[src/rtl/dbg_ring_pkg.sv]
// Shared constants for the debug scan ring controller.
// Assumes a 32-bit host data path and a 2-bit register select.
package dbg_ring_pkg;
    localparam int DW = 32;
    localparam logic [1:0] ADR_SHIFT = 2'd0;
    localparam logic [1:0] ADR_XCHG  = 2'd1;
    localparam logic [1:0] ADR_MODE  = 2'd2;
    localparam logic [1:0] MODE_AUTO = 2'd3;
endpackage

[src/rtl/dbg_ring_stage.sv]
// One DWORD segment of the scan loop. It shifts one bit toward its LSB per
// enabled cycle (serial in at the MSB) and swaps with its test points on load.
// Assumes that load and shift are never asserted together.
module dbg_ring_stage #(
    parameter int W = 32
) (
    input  logic         clk,
    input  logic         rst_n,
    input  logic         shift_en,
    input  logic         load_en,
    input  logic         sin,
    input  logic [W-1:0] cap,
    output logic         sout,
    output logic [W-1:0] drive,
    output logic [W-1:0] val
);
    logic [W-1:0] sh_q;
    logic [W-1:0] drv_q;

    // Segment register: exchange with the test points, or shift by one bit.
    always_ff @(posedge clk) begin
        if (!rst_n) begin
            sh_q  <= '0;
            drv_q <= '0;
        end else if (load_en) begin
            drv_q <= sh_q;
            sh_q  <= cap;
        end else if (shift_en) begin
            sh_q <= {sin, sh_q[W-1:1]};
        end
    end

    assign sout  = sh_q[0];
    assign drive = drv_q;
    assign val   = sh_q;
endmodule

[src/rtl/dbg_ring_seq.sv]
// Sequencer for shift and exchange operations. A shift runs for DW bit cycles
// under a bit counter. Each operation ends with a one-cycle done pulse, and
// ready is low while the sequencer is busy or the done pulse is pending.
// Assumes the go inputs are only raised while ready is high.
module dbg_ring_seq
    import dbg_ring_pkg::*;
(
    input  logic          clk,
    input  logic          rst_n,
    input  logic          shift_go,
    input  logic          load_go,
    input  logic [DW-1:0] wdata,
    input  logic          ring_out,
    output logic          shift_en,
    output logic          in_bit,
    output logic [DW-1:0] rd_data,
    output logic          done,
    output logic          ready
);
    localparam int CNT_W = $clog2(DW);

    logic             busy_q;
    logic             done_q;
    logic [CNT_W-1:0] cnt_q;
    logic [DW-1:0]    sbuf_q;
    logic [DW-1:0]    obuf_q;
    logic [DW-1:0]    rd_q;

    // Operation control: start a shift, step it bit by bit, flag completion.
    always_ff @(posedge clk) begin
        if (!rst_n) begin
            busy_q <= 1'b0;
            done_q <= 1'b0;
            cnt_q  <= '0;
            sbuf_q <= '0;
            obuf_q <= '0;
            rd_q   <= '0;
        end else begin
            done_q <= 1'b0;
            if (shift_go) begin
                busy_q <= 1'b1;
                cnt_q  <= '0;
                sbuf_q <= wdata;
            end else if (busy_q) begin
                sbuf_q <= sbuf_q >> 1;
                obuf_q <= {ring_out, obuf_q[DW-1:1]};
                cnt_q  <= cnt_q + CNT_W'(1);
                if (cnt_q == CNT_W'(DW - 1)) begin
                    busy_q <= 1'b0;
                    done_q <= 1'b1;
                    rd_q   <= {ring_out, obuf_q[DW-1:1]};
                end
            end else if (load_go) begin
                done_q <= 1'b1;
            end
        end
    end

    assign shift_en = busy_q;
    assign in_bit   = sbuf_q[0];
    assign rd_data  = rd_q;
    assign done     = done_q;
    assign ready    = !busy_q && !done_q;
endmodule

[src/rtl/dbg_ring_status.sv]
// Sequence counter and reported status. The counter advances on each done
// pulse. The reported value follows it in automatic mode, is frozen in the
// other modes, and takes a single snapshot on a control write of mode 1 or 2.
module dbg_ring_status
    import dbg_ring_pkg::*;
#(
    parameter int SEQ_W = 6
) (
    input  logic             clk,
    input  logic             rst_n,
    input  logic             done,
    input  logic             ctrl_we,
    input  logic [1:0]       ctrl_mode,
    output logic [SEQ_W-1:0] seq_cnt,
    output logic [1:0]       mode,
    output logic [SEQ_W-1:0] status_seq
);
    logic [SEQ_W-1:0] seq_q;
    logic [SEQ_W-1:0] stat_q;
    logic [1:0]       mode_q;

    // Counter of completed operations, modulo 2**SEQ_W.
    always_ff @(posedge clk) begin
        if (!rst_n)    seq_q <= '0;
        else if (done) seq_q <= seq_q + SEQ_W'(1);
    end

    // Status mode register, written from the host.
    always_ff @(posedge clk) begin
        if (!rst_n)       mode_q <= 2'd0;
        else if (ctrl_we) mode_q <= ctrl_mode;
    end

    // Reported value: single-shot snapshot, or continuous in automatic mode.
    always_ff @(posedge clk) begin
        if (!rst_n) begin
            stat_q <= '0;
        end else if (ctrl_we && (ctrl_mode == 2'd1 || ctrl_mode == 2'd2)) begin
            stat_q <= seq_q;
        end else if (mode_q == MODE_AUTO) begin
            stat_q <= seq_q;
        end
    end

    assign seq_cnt    = seq_q;
    assign mode       = mode_q;
    assign status_seq = stat_q;
endmodule

[src/rtl/dbg_ring_ctrl.sv]
// Top of the debug scan ring controller. It decodes host writes, runs the
// sequencer, and chains RING_DWORDS segments into one loop. The host bit
// enters the top segment, and the loop output leaves segment 0's LSB.
// Assumes single-cycle host write strobes that are synchronous to clk.
module dbg_ring_ctrl
    import dbg_ring_pkg::*;
#(
    parameter int RING_DWORDS = 4,
    parameter int SEQ_W       = 6,
    localparam int RING_BITS  = RING_DWORDS * DW
) (
    input  logic                 clk,
    input  logic                 rst_n,
    input  logic                 host_we,
    input  logic [1:0]           host_addr,
    input  logic [DW-1:0]        host_wdata,
    output logic [DW-1:0]        rd_data,
    output logic [SEQ_W-1:0]     status_seq,
    output logic                 ready,
    input  logic [RING_BITS-1:0] tp_capture,
    output logic [RING_BITS-1:0] tp_drive
);
    logic                 shift_go;
    logic                 load_go;
    logic                 ctrl_we;
    logic                 shift_en;
    logic                 in_bit;
    logic                 done;
    logic [SEQ_W-1:0]     seq_cnt;
    logic [1:0]           mode;
    logic [RING_DWORDS:0] link;
    logic [RING_BITS-1:0] ring_bits;

    // Command decode; shift and exchange are accepted only while ready.
    always_comb begin
        shift_go = host_we && host_addr == ADR_SHIFT && ready;
        load_go  = host_we && host_addr == ADR_XCHG  && ready;
        ctrl_we  = host_we && host_addr == ADR_MODE;
    end

    dbg_ring_seq u_seq (
        .clk      (clk),
        .rst_n    (rst_n),
        .shift_go (shift_go),
        .load_go  (load_go),
        .wdata    (host_wdata),
        .ring_out (link[0]),
        .shift_en (shift_en),
        .in_bit   (in_bit),
        .rd_data  (rd_data),
        .done     (done),
        .ready    (ready)
    );

    assign link[RING_DWORDS] = in_bit;

    for (genvar g = 0; g < RING_DWORDS; g++) begin : g_stage
        dbg_ring_stage #(.W(DW)) u_stage (
            .clk      (clk),
            .rst_n    (rst_n),
            .shift_en (shift_en),
            .load_en  (load_go),
            .sin      (link[g+1]),
            .cap      (tp_capture[g*DW +: DW]),
            .sout     (link[g]),
            .drive    (tp_drive[g*DW +: DW]),
            .val      (ring_bits[g*DW +: DW])
        );
    end

    dbg_ring_status #(.SEQ_W(SEQ_W)) u_status (
        .clk        (clk),
        .rst_n      (rst_n),
        .done       (done),
        .ctrl_we    (ctrl_we),
        .ctrl_mode  (host_wdata[1:0]),
        .seq_cnt    (seq_cnt),
        .mode       (mode),
        .status_seq (status_seq)
    );
endmodule

[config.mk]
export PLATFORM = sky130hd
export DESIGN_NAME = dbg_ring_ctrl
export DESIGN_NICKNAME = d
export VERILOG_FILES = /design/src/rtl/dbg_ring_pkg.sv /design/src/rtl/dbg_ring_stage.sv /design/src/rtl/dbg_ring_seq.sv /design/src/rtl/dbg_ring_status.sv /design/src/rtl/dbg_ring_ctrl.sv
export SDC_FILE = /design/constraint.sdc
export NUM_CORES = 1
export LEC_CHECK = 0
export BUFFER_PORTS_ARGS = -buffer_cell sky130_fd_sc_hd__buf_2
export CORE_MARGIN = 4
export CORE_UTILIZATION = 59
export DETAILED_ROUTE_END_ITERATION = 16
export GPL_TIMING_DRIVEN = 1
export PLACE_DENSITY = 0.86
export SLEW_MARGIN = 15
export SYNTH_ARGS = -nofsm -noshare
export SYNTH_HDL_FRONTEND = slang
export SYNTH_SLANG_ARGS = --single-unit
[constraint.sdc]
create_clock -name clk -period 4 [get_ports clk]
set_input_delay 0.6 -clock clk [delete_from_list [all_inputs] [get_ports clk]]
set_output_delay 0.6 -clock clk [all_outputs]
set_load 0.01 [all_outputs]
==> out/qor.csv <==
stage,metric,value,unit
drt,routed-wl-met2,19900,µm
floorplan,rows,58,
drt,wl_per_cell,18.9,µm
final_layout,final_cell_area,18000,µm²
worst_setup_path,arrival,3.02,ns
final_layout,multi_input_area,6900,µm²
worst_setup_path,critPathKind,reg -> reg,
drt,met3_length,3320,µm
final_layout,final_common_cell,dfxtp_1,
worst_setup_path,max_stage_delay,0.80,ns
grt,grt_max_degree,148,
final_layout,drive_gt1_frac,0.221,
hold_path,min_to,u_seq.sbuf_q[28]$_SDFFE_PN0P_,
timing,setup_violations,0,
timing,maxSlewHeadroom,0.238,
timing,timing.hold.ws,0.331,ns
grt,antenna_found_initial,6,
worst_setup_path,timing.rr.end,g_stage[2].u_stage.val[0]$_SDFFE_PN0P_,
final_layout,syn_to_final_growth,18.5,%
worst_setup_path,crit_fanout,108,
worst_setup_path,cp_slowest_cell,or4b_4,
worst_setup_path,r2r_slack,1.41,ns
place,io_buffers,331,
drt,ant_nets,0,
timing,fin_skew,0.00866,ns
run_status,run_status,finished clean,
place,placed_cells,2144,
worst_setup_path,reg2reg_depth,4,
logic_synthesis,synth_enable_flop_cells,0,
logic_synthesis,ys.flop_type,dfxtp_1,
place,dp_hpwl,25800,µm
final_layout,final.fill_count,1892,
pwr,power_density,460,nW/µm²
clock_network,hold_buffers,0,
logic_synthesis,ys_warn_count,0,
run,cap_violations,0,
timing,fin_ws,1.41,ns
clock_network,cts_resized,0,
drt,firstDrtPassIters,5,
timing,slew_viol_final,0,
hold_path,worstHoldPathType,in -> reg,
worst_setup_path,cp.required,4.42,ns
worst_setup_path,worst_setup_path_start_kind,flop,
final_layout,layout.nets,2022,
hold_path,hold_path_startpoint,host_wdata[28],
timing,post-route-min-period,2.59,ns
hold_path,min_path_cells,2,
logic_synthesis,seq_area_frac_synth,0.491,
clock_network,cts_sinks,372,
logic_synthesis,netlist_area,15200,µm²
logic_synthesis,synth-async-reset-ratio,0,
pwr,ir_drop,0.337,mV
logic_synthesis,synth_nets,1818,
drt,top_layer,met5,
drt,dr.first_iter.drc_count,1550,
floorplan,initial_core_util,0.600,
final_layout,seq_area,7450,µm²
worst_setup_path,worstSetupEndpointType,flop,
logic_synthesis,netlist_instances,1650,
drt,drt_wl_total,41900,µm
clock_network,post-cts-setup-buffers,0,
drt,met1_length,17400,µm
timing,fin_crit_sh,0.649,
logic_synthesis,yosysUniqueCellTypes,30,
clock_network,htree_num_levels,2,
floorplan,io_pins,332,
timing,final.setup.tns,0,ns
place,place_worst_setup_slack,1.33,ns
clock_network,cts_buffers,38,
logic_synthesis,avgSynthCellArea,9.19,µm²
timing,clock.fmax,0.385,GHz
pwr,leakage,6.68,nW
drt,drcViolationCount,0,
floorplan,core,25300,µm²
floorplan,dieArea,28300,µm²
clock_network,clk_path_buf_depth,3,
final_layout,stdcell_count,2221,
drt,vias_per_cell,6.09,
grt,grt_pass1_wl,67200,µm
clock_network,root_buffer,clkbuf_16,
logic_synthesis,synth_seq_cells,372,
floorplan,die_w,168,µm
timing,worst_pin_slew,1.14,ns
grt,gr-usage-all-layers,0.279,
place,place_area,16600,µm²
worst_setup_path,reg2reg_from,u_seq.shift_en$_SDFF_PN0_,
floorplan,die_h,168,µm
clock_network,clk_pin_slew,0.06,ns
grt,grt_pass1_vias,12900,
clock_network,clock_latency,0.52,ns
drt,num_vias,13500,
clock_network,cts_tree,built,
final_layout,final_cell_mix,"dfxtp_1 (371), buf_2 (330), mux2i_1 (201), a21oi_1 (164), o21ai_0 (139)",
worst_setup_path,path_cells,or4b_4 > buf_12 > nor3_1 > a211oi_1,
timing,finalHoldViolations,0,
place,gp_congestion,0.834,
grt,grt_overflow,0,
timing,rsz0062_at_grt,false,
-- synthesized netlist by cell type (all sizes together), types with 2 or more instances --
cell type  count  area, µm²
buf           78        430
nor2          45        169
dfxtp        372       7450
o311a         31        310
nand3        129        646
a21oi        164        821
clkbuf       106        399
nand4          3       18.8
nand2         81        304
xor2           5       43.8
nor3         128        641
ha             3       37.5
o21ai        162        811
xnor2          3       26.3
nor2b          2       12.5
a211oi       128        961
mux2i        201       2010
-- worst max-delay path: cells and delay by family, from the launching register on --
family	cells	cell delay, ns
AND/OR/NAND/NOR	2	0.91
flip-flops	1	0.77
buffers and inverters	1	0.42
AO/OA/AOI/OAI	1	0.31
-- layout make-up --
class                           count  area share
Antenna cell                        7    0.000975
Clock buffer                       57      0.0630
Clock inverter                     13      0.0102
Inverter                            2     0.00111
Multi-Input combinational cell   1092       0.384
Sequential cell                   372       0.415
Tap cell                          330      0.0230
Timing Repair Buffer              348       0.103
-- state kept, by name, indices dropped and copies added, names as in the netlist --
register,flops
g_stage.u_stage.val,128
u_seq.sbuf_q,32
u_seq.obuf_q,31
u_seq.cnt_q,5
u_status.mode,2
u_seq.rd_data,32
u_status.status_seq,6
u_seq.done,1
u_status.seq_cnt,6
u_seq.shift_en,1
g_stage.u_stage.drive,128
-- stage by stage --
step | util | power (W)
floorplan | - | 0.00443
global placement | 0.659 | 0.00463
detailed placement | 0.659 | 0.00465
CTS | 0.711 | 0.00831
global route | 0.711 | 0.00856
finish | 0.712 | 0.00827
-- how the worst max path moves through the flow --
stage / start / to / slack (ns)
3_3_place_gp: host_addr[0] / g_stage[3].u_stage.val[0]$_SDFFE_PN0P_ / 1.42
5_1_grt: u_seq.shift_en$_SDFF_PN0_ / g_stage[2].u_stage.val[0]$_SDFFE_PN0P_ / 1.25
4_1_cts: u_seq.shift_en$_SDFF_PN0_ / g_stage[2].u_stage.val[0]$_SDFFE_PN0P_ / 1.43
3_5_place_dp: host_addr[0] / g_stage[3].u_stage.drive[22]$_SDFFE_PN0P_ / 1.33
6_report: u_seq.shift_en$_SDFF_PN0_ / g_stage[2].u_stage.val[0]$_SDFFE_PN0P_ / 1.41
2_1_floorplan: host_addr[1] / u_seq.sbuf_q[2]$_SDFFE_PN0P_ / 2.15
-- routing by layer --
layer  global-route usage  vias up
met5                    0        -
met4               0.0942        4
li1                     -     6434
met2                0.445      596
met1                0.381     6399
met3               0.0585      103
-- cell families (layout without fill, tap and decap cells) --
logic type / Yosys count / after routing / share of synthesized area
AOI/OAI and AO/OA: 486 / 486 / 0.192
and+or+nand+nor: 394 / 394 / 0.121
DFF: 372 / 372 / 0.491
muxes: 201 / 201 / 0.133
buffers and inverters: 186 / 420 / 0.0552
xor gates and xnor gates: 8 / 8 / 0.00462
adders and majority gates: 3 / 3 / 0.00248
other: 0 / 7 / 0
-- power by group --
part / internal, W / switching, W
combinational: 0.000252 / 0.000409
sequential: 0.00382 / 0.0000976
clock: 0.00223 / 0.00146
Note: power is estimated with default switching activity, not from simulation.
